File: config.mk
export PLATFORM = sky130hd
export DESIGN_NAME = serial_fifo_pair
export DESIGN_NICKNAME = d
export VERILOG_FILES = /design/src/rtl/sfp_pkg.sv /design/src/rtl/sfp_enable_ctrl.sv /design/src/rtl/sfp_byte_fifo.sv /design/src/rtl/sfp_ready_flag.sv /design/src/rtl/serial_fifo_pair.sv
export SDC_FILE = /design/constraint.sdc
export NUM_CORES = 1
export LEC_CHECK = 0
export BUFFER_PORTS_ARGS = -buffer_cell sky130_fd_sc_hd__buf_2
export CAP_MARGIN = 25
export CORE_MARGIN = 2
export CORE_UTILIZATION = 40
export DETAILED_ROUTE_END_ITERATION = 16
export PLACE_DENSITY = 0.61
export SYNTH_ARGS = -nofsm -noshare
export SYNTH_HDL_FRONTEND = slang
export SYNTH_SLANG_ARGS = --single-unit
File: constraint.sdc
create_clock -name clk -period 5.6 [get_ports clk]
set_clock_uncertainty 0.2 [all_clocks]
set_input_delay 1.4 -clock clk [delete_from_list [all_inputs] [get_ports clk]]
set_output_delay 1.4 -clock clk [all_outputs]
set_load 0.03 [all_outputs]
File: src/rtl/sfp_pkg.sv
package sfp_pkg;

  typedef enum logic [1:0] {
    THR_ONE  = 2'd0,
    THR_TWO  = 2'd1,
    THR_FOUR = 2'd2,
    THR_RSVD = 2'd3
  } thr_code_e;

  // Entries needed for a ready flag; holding-register mode always uses one.
  function automatic logic [3:0] thr_entries(input logic [1:0] code, input logic deep_on);
    logic [3:0] n;
    if (!deep_on) n = 4'd1;
    else begin
      case (thr_code_e'(code))
        THR_TWO:  n = 4'd2;
        THR_FOUR: n = 4'd4;
        default:  n = 4'd1;
      endcase
    end
    return n;
  endfunction

endpackage

File: src/rtl/sfp_enable_ctrl.sv
module sfp_enable_ctrl (
  input  logic       clk,
  input  logic       rst,
  input  logic       soft_rst,
  input  logic       en_cmd,
  input  logic       mode_we,
  input  logic [1:0] tx_sel_in,
  input  logic [1:0] rx_sel_in,
  output logic       deep_on,
  output logic [1:0] tx_sel,
  output logic [1:0] rx_sel
);

  logic armed;

  always_ff @(posedge clk) begin
    if (rst) begin
      armed   <= 1'b0;
      deep_on <= 1'b0;
      tx_sel  <= 2'd0;
      rx_sel  <= 2'd0;
    end else if (soft_rst) begin
      armed   <= 1'b1;
      deep_on <= 1'b0;
      tx_sel  <= 2'd0;
      rx_sel  <= 2'd0;
    end else begin
      armed <= 1'b0;
      if (en_cmd && armed) deep_on <= 1'b1;
      if (mode_we) begin
        tx_sel <= tx_sel_in;
        rx_sel <= rx_sel_in;
      end
    end
  end


  en_gate_chk: assert property (@(posedge clk) disable iff (rst)
    $rose(deep_on) |-> $past(soft_rst, 2));

endmodule

File: src/rtl/sfp_byte_fifo.sv
module sfp_byte_fifo #(
  parameter  int DEPTH = 16,
  parameter  int DW    = 8,
  localparam int AW    = (DEPTH > 1) ? $clog2(DEPTH) : 1,
  localparam int LW    = $clog2(DEPTH) + 1
) (
  input  logic          clk,
  input  logic          rst,
  input  logic          hold_mode,
  input  logic          flush,
  input  logic          push,
  input  logic [DW-1:0] din,
  input  logic          pop,
  output logic [DW-1:0] dout,
  output logic [LW-1:0] level,
  output logic          push_drop
);

  logic [DW-1:0] mem [DEPTH];
  logic [AW-1:0] wr_ptr, rd_ptr;
  logic [LW-1:0] count;
  logic [LW-1:0] cap;
  logic          do_push, do_pop;

  assign cap       = hold_mode ? LW'(1) : LW'(DEPTH);
  assign do_push   = push && !flush && (count < cap);
  assign do_pop    = pop && !flush && (count != '0);
  assign push_drop = push && !flush && (count >= cap);
  assign level     = count;

  function automatic logic [AW-1:0] bump(input logic [AW-1:0] p);
    return (p == AW'(DEPTH - 1)) ? '0 : p + AW'(1);
  endfunction

  // Storage array: write-only port, no reset, so it maps to block RAM.
  always_ff @(posedge clk) begin
    if (do_push && !rst) mem[wr_ptr] <= din;
  end

  always_ff @(posedge clk) begin
    if (rst) begin
      wr_ptr <= '0;
      rd_ptr <= '0;
      count  <= '0;
      dout   <= '0;
    end else if (flush) begin
      wr_ptr <= '0;
      rd_ptr <= '0;
      count  <= '0;
    end else begin
      if (do_pop) begin
        dout   <= mem[rd_ptr];
        rd_ptr <= bump(rd_ptr);
      end
      if (do_push) wr_ptr <= bump(wr_ptr);
      count <= count + LW'(do_push) - LW'(do_pop);
    end
  end


  cap_bound_chk: assert property (@(posedge clk) disable iff (rst)
    count <= cap);


  flush_empty_chk: assert property (@(posedge clk) disable iff (rst)
    flush |=> (count == '0));


  empty_pop_chk: assert property (@(posedge clk) disable iff (rst)
    (pop && count == '0) |=> $stable(dout));

endmodule

File: src/rtl/sfp_ready_flag.sv
module sfp_ready_flag #(
  parameter  int DEPTH = 16,
  parameter  bit IS_TX = 1'b1,
  localparam int LW    = $clog2(DEPTH) + 1
) (
  input  logic [LW-1:0] level,
  input  logic          hold_mode,
  input  logic [1:0]    code,
  output logic          flag
);
  import sfp_pkg::*;

  logic [LW-1:0] need;
  logic [LW-1:0] cap;

  assign need = LW'(thr_entries(code, !hold_mode));
  assign cap  = hold_mode ? LW'(1) : LW'(DEPTH);

  generate
    if (IS_TX) begin : g_free
      assign flag = (cap - level) >= need;
    end else begin : g_fill
      assign flag = level >= need;
    end
  endgenerate

endmodule

File: src/rtl/serial_fifo_pair.sv
module serial_fifo_pair #(
  parameter  int DEPTH = 16,
  parameter  int DW    = 8,
  localparam int LW    = $clog2(DEPTH) + 1
) (
  input  logic          clk,
  input  logic          rst,
  input  logic          soft_rst_i,
  input  logic          fifo_en_cmd_i,
  input  logic          mode_we_i,
  input  logic [1:0]    tx_thr_sel_i,
  input  logic [1:0]    rx_thr_sel_i,
  input  logic          tx_flush_i,
  input  logic          tx_push_i,
  input  logic [DW-1:0] tx_data_i,
  input  logic          rx_pop_i,
  output logic [DW-1:0] rx_data_o,
  output logic [LW-1:0] rx_level_o,
  output logic          tx_rdy_o,
  output logic          rx_rdy_o,
  output logic          tx_ovf_o,
  input  logic          lock_i,
  input  logic          sh_tx_pop_i,
  output logic          sh_tx_avail_o,
  output logic [DW-1:0] sh_tx_data_o,
  input  logic          sh_rx_push_i,
  input  logic [DW-1:0] sh_rx_data_i
);

  logic          clr_all;
  logic          deep_on, hold_mode;
  logic [1:0]    tx_sel, rx_sel;
  logic [LW-1:0] tx_level;
  logic          tx_drop, rx_drop_unused;
  logic          sh_pop_ok;

  assign clr_all   = rst | soft_rst_i;
  assign hold_mode = !deep_on;
  assign sh_pop_ok = sh_tx_pop_i && !lock_i;

  sfp_enable_ctrl u_ctrl (
    .clk       (clk),
    .rst       (rst),
    .soft_rst  (soft_rst_i),
    .en_cmd    (fifo_en_cmd_i),
    .mode_we   (mode_we_i),
    .tx_sel_in (tx_thr_sel_i),
    .rx_sel_in (rx_thr_sel_i),
    .deep_on   (deep_on),
    .tx_sel    (tx_sel),
    .rx_sel    (rx_sel)
  );

  sfp_byte_fifo #(.DEPTH(DEPTH), .DW(DW)) u_txq (
    .clk       (clk),
    .rst       (clr_all),
    .hold_mode (hold_mode),
    .flush     (tx_flush_i),
    .push      (tx_push_i),
    .din       (tx_data_i),
    .pop       (sh_pop_ok),
    .dout      (sh_tx_data_o),
    .level     (tx_level),
    .push_drop (tx_drop)
  );

  sfp_byte_fifo #(.DEPTH(DEPTH), .DW(DW)) u_rxq (
    .clk       (clk),
    .rst       (clr_all),
    .hold_mode (hold_mode),
    .flush     (1'b0),
    .push      (sh_rx_push_i),
    .din       (sh_rx_data_i),
    .pop       (rx_pop_i),
    .dout      (rx_data_o),
    .level     (rx_level_o),
    .push_drop (rx_drop_unused)
  );

  sfp_ready_flag #(.DEPTH(DEPTH), .IS_TX(1'b1)) u_txflag (
    .level     (tx_level),
    .hold_mode (hold_mode),
    .code      (tx_sel),
    .flag      (tx_rdy_o)
  );

  sfp_ready_flag #(.DEPTH(DEPTH), .IS_TX(1'b0)) u_rxflag (
    .level     (rx_level_o),
    .hold_mode (hold_mode),
    .code      (rx_sel),
    .flag      (rx_rdy_o)
  );

  assign sh_tx_avail_o = (tx_level != '0) && !lock_i;

  always_ff @(posedge clk) begin
    if (clr_all) tx_ovf_o <= 1'b0;
    else if (tx_drop) tx_ovf_o <= 1'b1;
  end


  lock_hold_chk: assert property (@(posedge clk) disable iff (clr_all)
    (lock_i && sh_tx_pop_i && !tx_flush_i && !tx_push_i && !soft_rst_i)
      |=> (tx_level == $past(tx_level)));


  ovf_sticky_chk: assert property (@(posedge clk) disable iff (rst)
    (tx_ovf_o && !soft_rst_i) |=> tx_ovf_o);


  rx_flag_nonempty_chk: assert property (@(posedge clk) disable iff (rst)
    rx_rdy_o |-> (rx_level_o != '0));

endmodule

Word level (Yosys, flattened, before mapping)
Memory sizes are Yosys's and may differ from the RTL's. A register that Yosys moved wholly into a read port is not among the register bits.
Cells that the tools add are included.
{"block": "word_totals", "ff_bits": 33, "latchBits": 0, "mem_bits_rw": 256, "romBits": 0, "input_bits": 31, "output_inout_bits": 25, "wordCells": 71, "mem_count": 2}
{"memory": "u_rxq.mem", "depth": 16, "word_bits": 8, "rd": 1, "rd_ports_with_merged_regs": 1, "write_ports": 1, "line": "sfp_byte_fifo.sv:19", "text": "logic [DW-1:0] mem [DEPTH];"}
{"memory": "u_txq.mem", "depth": 16, "word_bits": 8, "rd": 1, "rd_ports_with_merged_regs": 1, "write_ports": 1, "line": "sfp_byte_fifo.sv:19"}
{"block": "classes", "add_sub_neg": 9, "mul": 0, "n_div": 0, "order_cmp": 5, "eq_ne": 8, "n_shift": 0, "n_mux": 14, "bitwise": 2, "reduce_logical": 20}
{"operator": "adder 4 x 1 -> 4 bit (second input constant)", "count": 4}
{"operator": "== test 4 bit (second input constant)", "count": 4}
{"operator": "2-to-1 mux 4 bit", "count": 4}
{"operator": "logical AND 1 bit", "count": 12}
{"operator": "one-hot mux 3 bit (2 select lines)", "count": 2}
{"operator": "adder 5 x 1 -> 5 bit", "count": 2}
{"operator": "greater-or-equal comparator 5 x 4 -> 1 bit", "count": 2}
{"operator": "less-than comparator 5 bit", "count": 2}
{"operator": "nonzero test 5 bit", "count": 2}
{"operator": "subtractor 5 x 1 -> 5 bit", "count": 2}
{"operator": "2-to-1 mux 3 bit", "count": 2}
{"operator": "greater-or-equal comparator 5 bit", "count": 1}
{"operator": "2-to-1 mux 1 bit", "count": 5}
{"operator": "2-to-1 mux 5 bit", "count": 1}
{"operator": "subtractor 5 bit", "count": 1}
{"operator": "== test 2 x 1 -> 1 bit (second input constant)", "count": 2}
{"operator": "== test 2 bit (second input constant)", "count": 2}
{"operator": "OR reduction 2 bit", "count": 2}
{"operator": "zero test 1 bit", "count": 3}
{"operator": "AND reduction 2 bit", "count": 1}
{"operator": "inverter 1 bit", "count": 1}
{"operator": "OR 1 bit", "count": 1}

Depth between registers and ports, before layout
Gate-level depths: netlist (run 1).
{"block": "depth", "depth_word": 6, "ltp_mapped": 14, "depth_no_buf": 13}

Modules after synthesis
Synthesis (run 1) repeated with hierarchy kept, for this count alone.
{"block": "unflattened", "cells_unflattened": 747, "area_unflattened_um2": 13045.0}
{"mod": "sfp_byte_fifo", "n_inst": 2, "cells_each": 340, "area_each_um2": 6229.7, "seq_area_each_um2": 4264.1}
{"mod": "sfp_enable_ctrl", "n_inst": 1, "cells_each": 18, "area_each_um2": 201.4, "seq_area_each_um2": 120.1}
{"mod": "sfp_ready_flag (u_txflag)", "n_inst": 1, "cells_each": 24, "area_each_um2": 197.7, "seq_area_each_um2": 0.0}
{"mod": "sfp_ready_flag (u_rxflag)", "n_inst": 1, "cells_each": 15, "area_each_um2": 120.1, "seq_area_each_um2": 0.0}
{"mod": "serial_fifo_pair", "n_inst": 1, "cells_each": 10, "area_each_um2": 66.3, "seq_area_each_um2": 20.0}

Worst setup path before layout (run 1)
Ideal clock, no wire load.
{"block": "synth_timing", "path_type": "in2reg", "startpoint": "input port tx_flush_i", "endpoint": "register u_txq.count[4] (netlist: u_txq.level[4])", "arrival_ns": 3.361, "t_required_ns": 5.320, "setup_slack_ns": 1.959, "cell_stages": 11, "cell_sequence": "or4b_1 -> inv_1 -> buf_6 -> ha_1 -> inv_1 -> ha_1 -> fa_1 -> nand2b_1 -> a21oi_1 -> o21ai_0 -> nor3b_1"}
{"block": "synth_between", "word_cells_on_any_way": 8}
{"item": "from (decl)", "line": "serial_fifo_pair.sv:13", "text": "input logic tx_flush_i,"}
{"item": "zero test 1 bit", "line": "sfp_byte_fifo.sv:27", "text": "assign do_pop = pop && !flush && (count != '0);"}
{"item": "logical AND 1 bit (2 in a row)", "line": "sfp_byte_fifo.sv:27"}
{"item": "net u_txq.do_pop", "line": "sfp_byte_fifo.sv:23", "text": "logic do_push, do_pop;"}
{"item": "subtractor 5 x 1 -> 5 bit", "line": "sfp_byte_fifo.sv:56", "text": "count <= count + LW'(do_push) - LW'(do_pop);"}
{"item": "to (signal assigned)", "line": "sfp_byte_fifo.sv:56"}
{"item": "to (decl)", "line": "sfp_byte_fifo.sv:21", "text": "logic [LW-1:0] count;"}
The timed path passes the listed nets, and every way through them passes these cells.
A chain may end at the register's enable or synchronous reset.

Worst setup path after layout (run 1)
{"block": "layout_timing", "startpoint": "register u_ctrl.deep_on", "endpoint": "output port tx_rdy_o"}
{"block": "layout_between", "elab_chain_len": 3, "word_cells_on_any_way": 4}
{"item": "from (decl)", "line": "sfp_enable_ctrl.sv:9", "text": "output logic deep_on,"}
{"item": "from (signal assigned)", "line": "sfp_enable_ctrl.sv:19", "text": "deep_on <= 1'b0;"}
{"item": "from (signal assigned)", "line": "sfp_enable_ctrl.sv:24", "text": "deep_on <= 1'b0;"}
{"item": "from (signal assigned)", "line": "sfp_enable_ctrl.sv:29", "text": "if (en_cmd && armed) deep_on <= 1'b1;"}
{"item": "2-to-1 mux 5 bit", "line": "sfp_ready_flag.sv:17", "text": "assign cap = hold_mode ? LW'(1) : LW'(DEPTH);"}
{"item": "subtractor 5 bit", "line": "sfp_ready_flag.sv:21", "text": "assign flag = (cap - level) >= need;"}
{"item": "greater-or-equal comparator 5 x 4 -> 1 bit *", "line": "sfp_ready_flag.sv:21"}
{"item": "to (decl)", "line": "serial_fifo_pair.sv:19", "text": "output logic tx_rdy_o,"}
Mark *: on every way between the ends. The rest lies on a longest branch, timed or not.

==> results of run 1 <==
[metrics by stage]
step                      instance area [um2]  hold WS (ns)  total power, mW
after global routing                    14400         0.304             5.41
after CTS                               14400         0.264             5.23
after global placement                  13400         0.241             3.15
after floorplan                         12700         0.233             2.99
after detailed placement                13400         0.251             3.16
final                                   14400         0.269             5.17
[how the worst max path moves through the flow]
stage | start | to | slack, ns | cells after the start
4_1_cts | u_ctrl.deep_on$_SDFFE_PP0P_ | tx_rdy_o | 1.41 | 8
2_1_floorplan | tx_flush_i | u_txq.level[4]$_SDFF_PP0_ | 1.96 | 11
5_1_grt | u_ctrl.deep_on$_SDFFE_PP0P_ | tx_rdy_o | 1.27 | 8
6_report | u_ctrl.deep_on$_SDFFE_PP0P_ | tx_rdy_o | 1.49 | 8
3_5_place_dp | soft_rst_i | u_txq.mem[3][1]$_DFFE_PP_ | 1.35 | 5
3_3_place_gp | soft_rst_i | u_txq.mem[3][1]$_DFFE_PP_ | 1.50 | 5
[critical path, stage by stage (launching register included)]
cell	delay (ns)
dfxtp_1	0.60
ha_1	0.29
inv_1	0.06
ha_1	0.28
ha_1	0.29
a21boi_0	0.12
o21ai_0	0.14
nand2_1	0.06
buf_2	0.18
[where the power goes]
| part | total, mW | switching (mW) | internal (mW) |
|---|---|---|---|
| Sequential | 2.53 | 0.0327 | 2.50 |
| Combinational | 0.583 | 0.378 | 0.205 |
| Clock | 2.05 | 0.868 | 1.19 |
[Yosys cell counts, drive strengths merged (2+ instances only)]
library cell	instances	area [um2]
a21oi	25	125
a221oi	3	26.3
a22o	16	140
a22oi	16	120
a31o	7	61.3
a31oi	3	18.8
a41oi	3	26.3
and2	6	37.5
and3	17	106
buf	20	164
clkbuf	13	50.0
dfxtp	49	981
edfxtp	256	7690
fa	2	40.0
ha	41	513
inv	38	143
mux2i	11	110
mux4	62	1430
nand2	28	105
nand2b	8	50.1
nand3	6	30.0
nand4	2	12.5
nor2	46	173
nor2b	11	68.8
nor3	9	56.3
o21a	3	22.5
o21ai	11	55.1
o22ai	9	56.3
or3	3	18.8
or4b	2	20.0
xnor2	4	35.0
xor2	6	52.6
[cell type report]
| type | count | area (um2) |
|---|---|---|
| Sequential cell | 305 | 8670 |
| Timing Repair Buffer | 63 | 333 |
| Tap cell | 402 | 503 |
| Fill cell | 2697 | 17100 |
| Inverter | 38 | 143 |
| Clock inverter | 20 | 160 |
| Clock buffer | 39 | 880 |
| Multi-Input combinational cell | 378 | 3710 |
[cell families after synthesis]
| kind of cell | share of synthesized area |
|---|---|
| AO/OA/AOI/OAI | 0.0602 |
| flip-flops | 0.681 |
| buffers and inverters | 0.0280 |
| adder cells (fa/ha/maj) | 0.0434 |
| AND/OR/NAND/NOR | 0.0600 |
| multiplexers | 0.121 |
| XOR/XNOR | 0.00688 |
[routing by layer]
metal,track usage,vias to the layer above,part of all wire
met4,0.0406,0,0.017
met5,0,-,0
met1,0.217,3399,0.45
met3,0.0275,31,0.054
met2,0.252,177,0.48
li1,-,3089,-
[sequential cells by signal, indices dropped and copies added (netlist names)]
register	count
u_txq.rd_ptr	4
u_ctrl.rx_sel	2
u_txq.level	5
u_rxq.mem	128
u_rxq.level	5
u_rxq.dout	8
u_ctrl.armed	1
u_rxq.rd_ptr	4
u_rxq.wr_ptr	4
u_ctrl.deep_on	1
tx_ovf_o	1
u_txq.mem	128
u_txq.wr_ptr	4
u_txq.dout	8
u_ctrl.tx_sel	2
==> key figures, run 1 <==
Global route
  – Largest net degree at the start of global routing: 39
  – Grt total ovfl: 0
  – GRT Resource Usage Total: 0.155
  – Initial antenna violation count: 0
  – First-pass GRT wire length: slightly below 40000 um
  – Via count of the first global-routing pass: between 6000 and 7000

Final layout
  – Most frequent cells in the layout: 256 x edfxtp_1, 56 x buf_2, 54 x mux4_2
  – # nets final: between 800 and 900
  – Post-layout util: 0.458
  – Synthesis-to-layout area growth: 13.1%
  – Ratio of cells with drive above 1 in the final layout: 0.204
  – Post-route insts no fill: 1245
  – Antenna diodes: 0
  – Most common cell after layout, fill and taps aside: edfxtp_1

STA
  – Fin Setup TNS: 0 ns
  – Slew margin rel.: 0.296
  – Setup ws final: 1.49 ns
  – Slew @ Worst Pin: approximately 1.1 ns
  – Final Hold Viols: 0
  – Crit share post-route: 0.734
  – Min Tclk post-route: slightly above 4 ns
  – Final setup viols: 0
  – Max Clk Rate: about 0.24 GHz
  – Max Transition Viols Final: 0
  – RSZ-0062 raised after global routing: false

Logic synthesis
  – Post-synthesis cell count: around 750
  – Synth async-reset ratio: 0
  – Synth Net Count: between 800 and 900
  – Sequential share of the synthesized area: 0.681
  – Number of synthesized flops with an enable pin: about 260
  – Syn avg cell area: about 17 um2
  – Synth unique cells: between 50 and 60
  – Yosys warns: 0
  – Post-Syn Area: 12700 um2
  – Synth Register Bits: between 300 and 400
  – Primary FF master, synth: edfxtp_1

Placed design
  – GPL Wtd Cong: slightly below 0.8
  – Hpwl dp: between 15000 and 20000 um
  – Cells after DPL: 1185
  – Pre-CTS setup slack: 1.35 ns
  – Number of port buffers: between 50 and 60

Floorplan
  – Core area: ~31000 um2
  – I/O pin count: 56
  – Chip height: approximately 180 um
  – Total die area: between 30000 and 40000 um2
  – # rows: 65
  – Die Span X: approximately 180 um
  – Initial Util: 0.405

Clock tree
  – Num CTS Buffers: 34
  – H-tree depth: 2
  – Clk_lat worst skew: about 0.5 ns
  – CTS root buf: clkbuf_16
  – Clock transition at path regs: 0.05 ns
  – Post-CTS Hold Fix Bufs: 0
  – # Post-CTS Setup Buffers: 0
  – Clock sinks: slightly above 300
  – CTS tree: yes
  – Worst-case clock buffer depth: 3
  – Post-CTS sizing: 0

Worst setup path
  – Worst-path fanout max: 11
  – Reg2reg start: u_rxq.level[3]$_SDFF_PP0_
  – Worst Reg-to-Reg Cells: 13
  – Worst R2R End: u_rxq.level[4]$_SDFF_PP0_
  – R2R setup slack: ~2.0 ns
  – Data arrival time of the worst path: around 2.5 ns
  – Crit Path Class: reg2out
  – Critical path required time: 4.00 ns
  – CP Capture Type: output pin
  – Startpoint Class: register

Routing
  – WL final: 25300 um
  – Wire per inst: roughly 20 um
  – Antenna violation net count after detailed routing: 0
  – Initial drt markers: just under 500
  – Via/cell ratio: 5.38
  – Vias: ~6700
  – Pre-Repair DR Iteration Count: 5
  – Number of remaining DRC errors: 0

Hold path
  – Hold Crit Endpoint: u_ctrl.deep_on$_SDFFE_PP0P_
  – Hold path depth: 2
  – Hold wc startpoint: u_ctrl.armed$_SDFF_PP0_
  – Worst hold path type: reg2reg

Job
  – Max-cap violations: 0

Pwr
  – Total power per unit cell area: 359 nW/um2
  – Pleak: 4.81 nW
  – Peak supply drop: 0.000200 V

Status
  – Status: complete, no violations
Power figures use the tool's default switching activity.
==> run 2: changes to the inputs <==
--- a/config.mk
+++ b/config.mk
@@ -10,7 +10,7 @@
 export CORE_MARGIN = 2
 export CORE_UTILIZATION = 40
 export DETAILED_ROUTE_END_ITERATION = 16
-export PLACE_DENSITY = 0.61
+export PLACE_DENSITY = 0.63
 export SYNTH_ARGS = -nofsm -noshare
 export SYNTH_HDL_FRONTEND = slang
 export SYNTH_SLANG_ARGS = --single-unit
==> constraint.sdc (replaced) <==
create_clock -name clk -period 3.5 [get_ports clk]
set_clock_uncertainty 0.2 [all_clocks]
set_input_delay 0.875 -clock clk [delete_from_list [all_inputs] [get_ports clk]]
set_output_delay 0.875 -clock clk [all_outputs]
set_load 0.03 [all_outputs]
==> run 2 against run 1 <==
Global-route usage shrank 0.26 points. Highest routed layer unchanged. Non-clock buffer count grew 18. Total power grew 65%. Via count shrank 1.3%. Largest cell class unchanged. Largest power group unchanged.
==> key figures, run 2 (synthesis gave the netlist of run 1 again) <==
Final layout
  – Most common cell after layout, fill and taps aside: edfxtp_1
  – Post-layout util: 0.466
  – Antenna diodes: 0
  – Area of the multi-input gates: about 3700 um2
  – Most frequent cells in the layout: 256 x edfxtp_1, 54 x mux4_2, 54 x buf_2
  – # nets final: just over 900
  – Reg area: 8670 um2
  – Fin area: 14700 um2
  – Ratio of cells with drive above 1 in the final layout: 0.227
  – Fillers: 2685
  – Post-route insts no fill: 1265
  – Synthesis-to-layout area growth: 15.2%
  – Largest regs: u_rxq.mem (128), u_txq.mem (128)

Clock tree
  – Worst-case clock buffer depth: 3
  – Num CTS Buffers: 34
  – Clock sinks: 305
  – CTS tree: yes
  – CTS root buf: clkbuf_16
  – Clock transition at path regs: approximately 0.060 ns
  – H-tree depth: 2
  – # Post-CTS Setup Buffers: 0
  – Clk_lat worst skew: between 0.5 and 0.6 ns

Worst setup path
  – Data arrival time of the worst path: between 2 and 2.5 ns
  – Worst-path fanout max: 4
  – R2R setup slack: between 0.2 and 0.3 ns
  – Startpoint Class: register
  – Slowest CP cell: dfxtp_1
  – Worst R2R End: u_rxq.level[4]$_SDFF_PP0_
  – Top cell by count, worst path: ha_1
  – Critical Path, Cell by Cell: ha_1, inv_1, ha_1, ha_1, a21boi_0, o21ai_0, nand2_1, buf_2
  – Reg2reg start: u_rxq.level[2]$_SDFF_PP0_
  – Worst Reg-to-Reg Cells: 13
  – CP Capture Type: output pin
  – Critical path required time: roughly 2.4 ns
  – CP peak stage delay: between 0.3 and 0.4 ns
  – Crit Path Class: reg2out

Floorplan
  – Initial Util: 0.405
  – Total die area: around 33000 um2
  – Die Span X: 182 um
  – # rows: 65
  – I/O pin count: 56
  – Core area: around 31000 um2
  – Chip height: 182 um

STA
  – Slew margin rel.: 0.539
  – Final Hold Viols: 0
  – Max Transition Viols Final: 0
  – Slew @ Worst Pin: between 0.6 and 0.7 ns
  – Min Tclk post-route: around 3.4 ns
  – RSZ-0062 raised after global routing: false
  – Max Clk Rate: approximately 0.3 GHz
  – Final setup viols: 0
  – Crit share post-route: 0.962
  – Fin Setup TNS: 0 ns

Routing
  – Pre-Repair DR Iteration Count: 5
  – Wire per inst: just under 20 um
  – Vias: roughly 6600
  – WL final: around 25000 um
  – Initial drt markers: between 500 and 600
  – Via/cell ratio: roughly 5.2
  – Number of remaining DRC errors: 0
  – Antenna violation net count after detailed routing: 0

Hold path
  – Hold path depth: 2
  – Hold Crit Endpoint: u_txq.dout[7]$_SDFFE_PP0P_
  – Worst hold path type: reg2reg
  – Hold wc startpoint: u_txq.dout[7]$_SDFFE_PP0P_

Global route
  – Via count of the first global-routing pass: 6803
  – Initial antenna violation count: 0
  – First-pass GRT wire length: between 30000 and 40000 um
  – Grt total ovfl: 0
  – GRT Resource Usage Total: 0.152
  – Largest net degree at the start of global routing: 38

Job
  – Max-cap violations: 0

Pwr
  – Clock share of power: 0.413
  – Sequential share of power: 0.474
  – Logic pwr share: 0.113
  – Total power per unit cell area: 582 nW/um2
  – Peak supply drop: approximately 0.00043 V
  – Psw: around 2.1 mW
  – Sw Ratio: 0.249
  – Internal power: roughly 6.4 mW
  – Pleak: just under 5 nW
  – Total Power: roughly 8.5 mW

Placed design
  – GPL Wtd Cong: about 0.77
  – Number of port buffers: 55
  – Cells after DPL: ~1200
  – DP Area: 13500 um2
  – Hpwl dp: 16700 um

Status
  – Status: complete, no violations
[run 2: changes by cell type in the layout (fill, tap and decap cells not counted), sizes merged]
cell	delta
buf	+18
bufinv	+2
clkbuf	+2
clkinv	-3
clkinvlp	+1
[run 2: through the flow]
| stage | hold WS [ns] | setup slack [ns] |
|---|---|---|
| finish | 0.268 | 0.132 |
| global route | 0.293 | 0.0251 |
| CTS | 0.272 | 0.0940 |
| detailed placement | 0.259 | 0.285 |
| global placement | 0.254 | 0.329 |
| floorplan | 0.233 | 0.384 |
[run 2: layer usage]
layer	GRT usage	wire length, um	part of all wire
met1	0.211	11200	0.45
met2	0.249	12000	0.48
met3	0.0257	1080	0.044
met4	0.0448	494	0.020
met5	0	0	0
[run 2: how the worst max path moves through the flow]
stage,from,endpoint,slack (ns),cells past startpoint
after global routing,u_txq.level[0]$_SDFF_PP0_,tx_rdy_o,0.03,8
after CTS,u_ctrl.rx_sel[0]$_SDFFE_PP0P_,rx_rdy_o,0.09,8
after floorplan,tx_flush_i,u_txq.level[4]$_SDFF_PP0_,0.38,11
final,u_txq.level[0]$_SDFF_PP0_,tx_rdy_o,0.13,8
after detailed placement,tx_flush_i,u_txq.level[4]$_SDFF_PP0_,0.29,11
after global placement,tx_flush_i,u_txq.level[4]$_SDFF_PP0_,0.33,11
[run 2: repair_timing]
item,4_1_cts,5_1_grt
resized for setup,0,4
hold buffers,0,0
endpoints found under the setup margin,0,1
[run 2: power by group through the flow]
stage	combinational [mW]	sequential, mW	clock, mW
finish	0.966	4.05	3.53
global route	1.11	4.05	3.77
CTS	0.965	4.05	3.62
detailed placement	0.959	4.12	0
global placement	0.944	4.12	0
floorplan	0.610	4.18	0
[run 2: critical path: cells and delay by family, from the launching register on]
kind,cells,cell delay [ns]
adders and majority gates,3,0.81
buffers and inverters,2,0.24
and+or+nand+nor,1,0.08
AOI/OAI and AO/OA,2,0.25
DFF,1,0.39
[run 2: layout make-up]
type                    instances  area share
repair buffers                 81      0.0340
inverters                      38     0.00973
flip-flops and latches        305       0.591
clock inverters                20      0.0174
well taps                     402      0.0343
clock buffers                  41      0.0598
multi-input cells             378       0.254
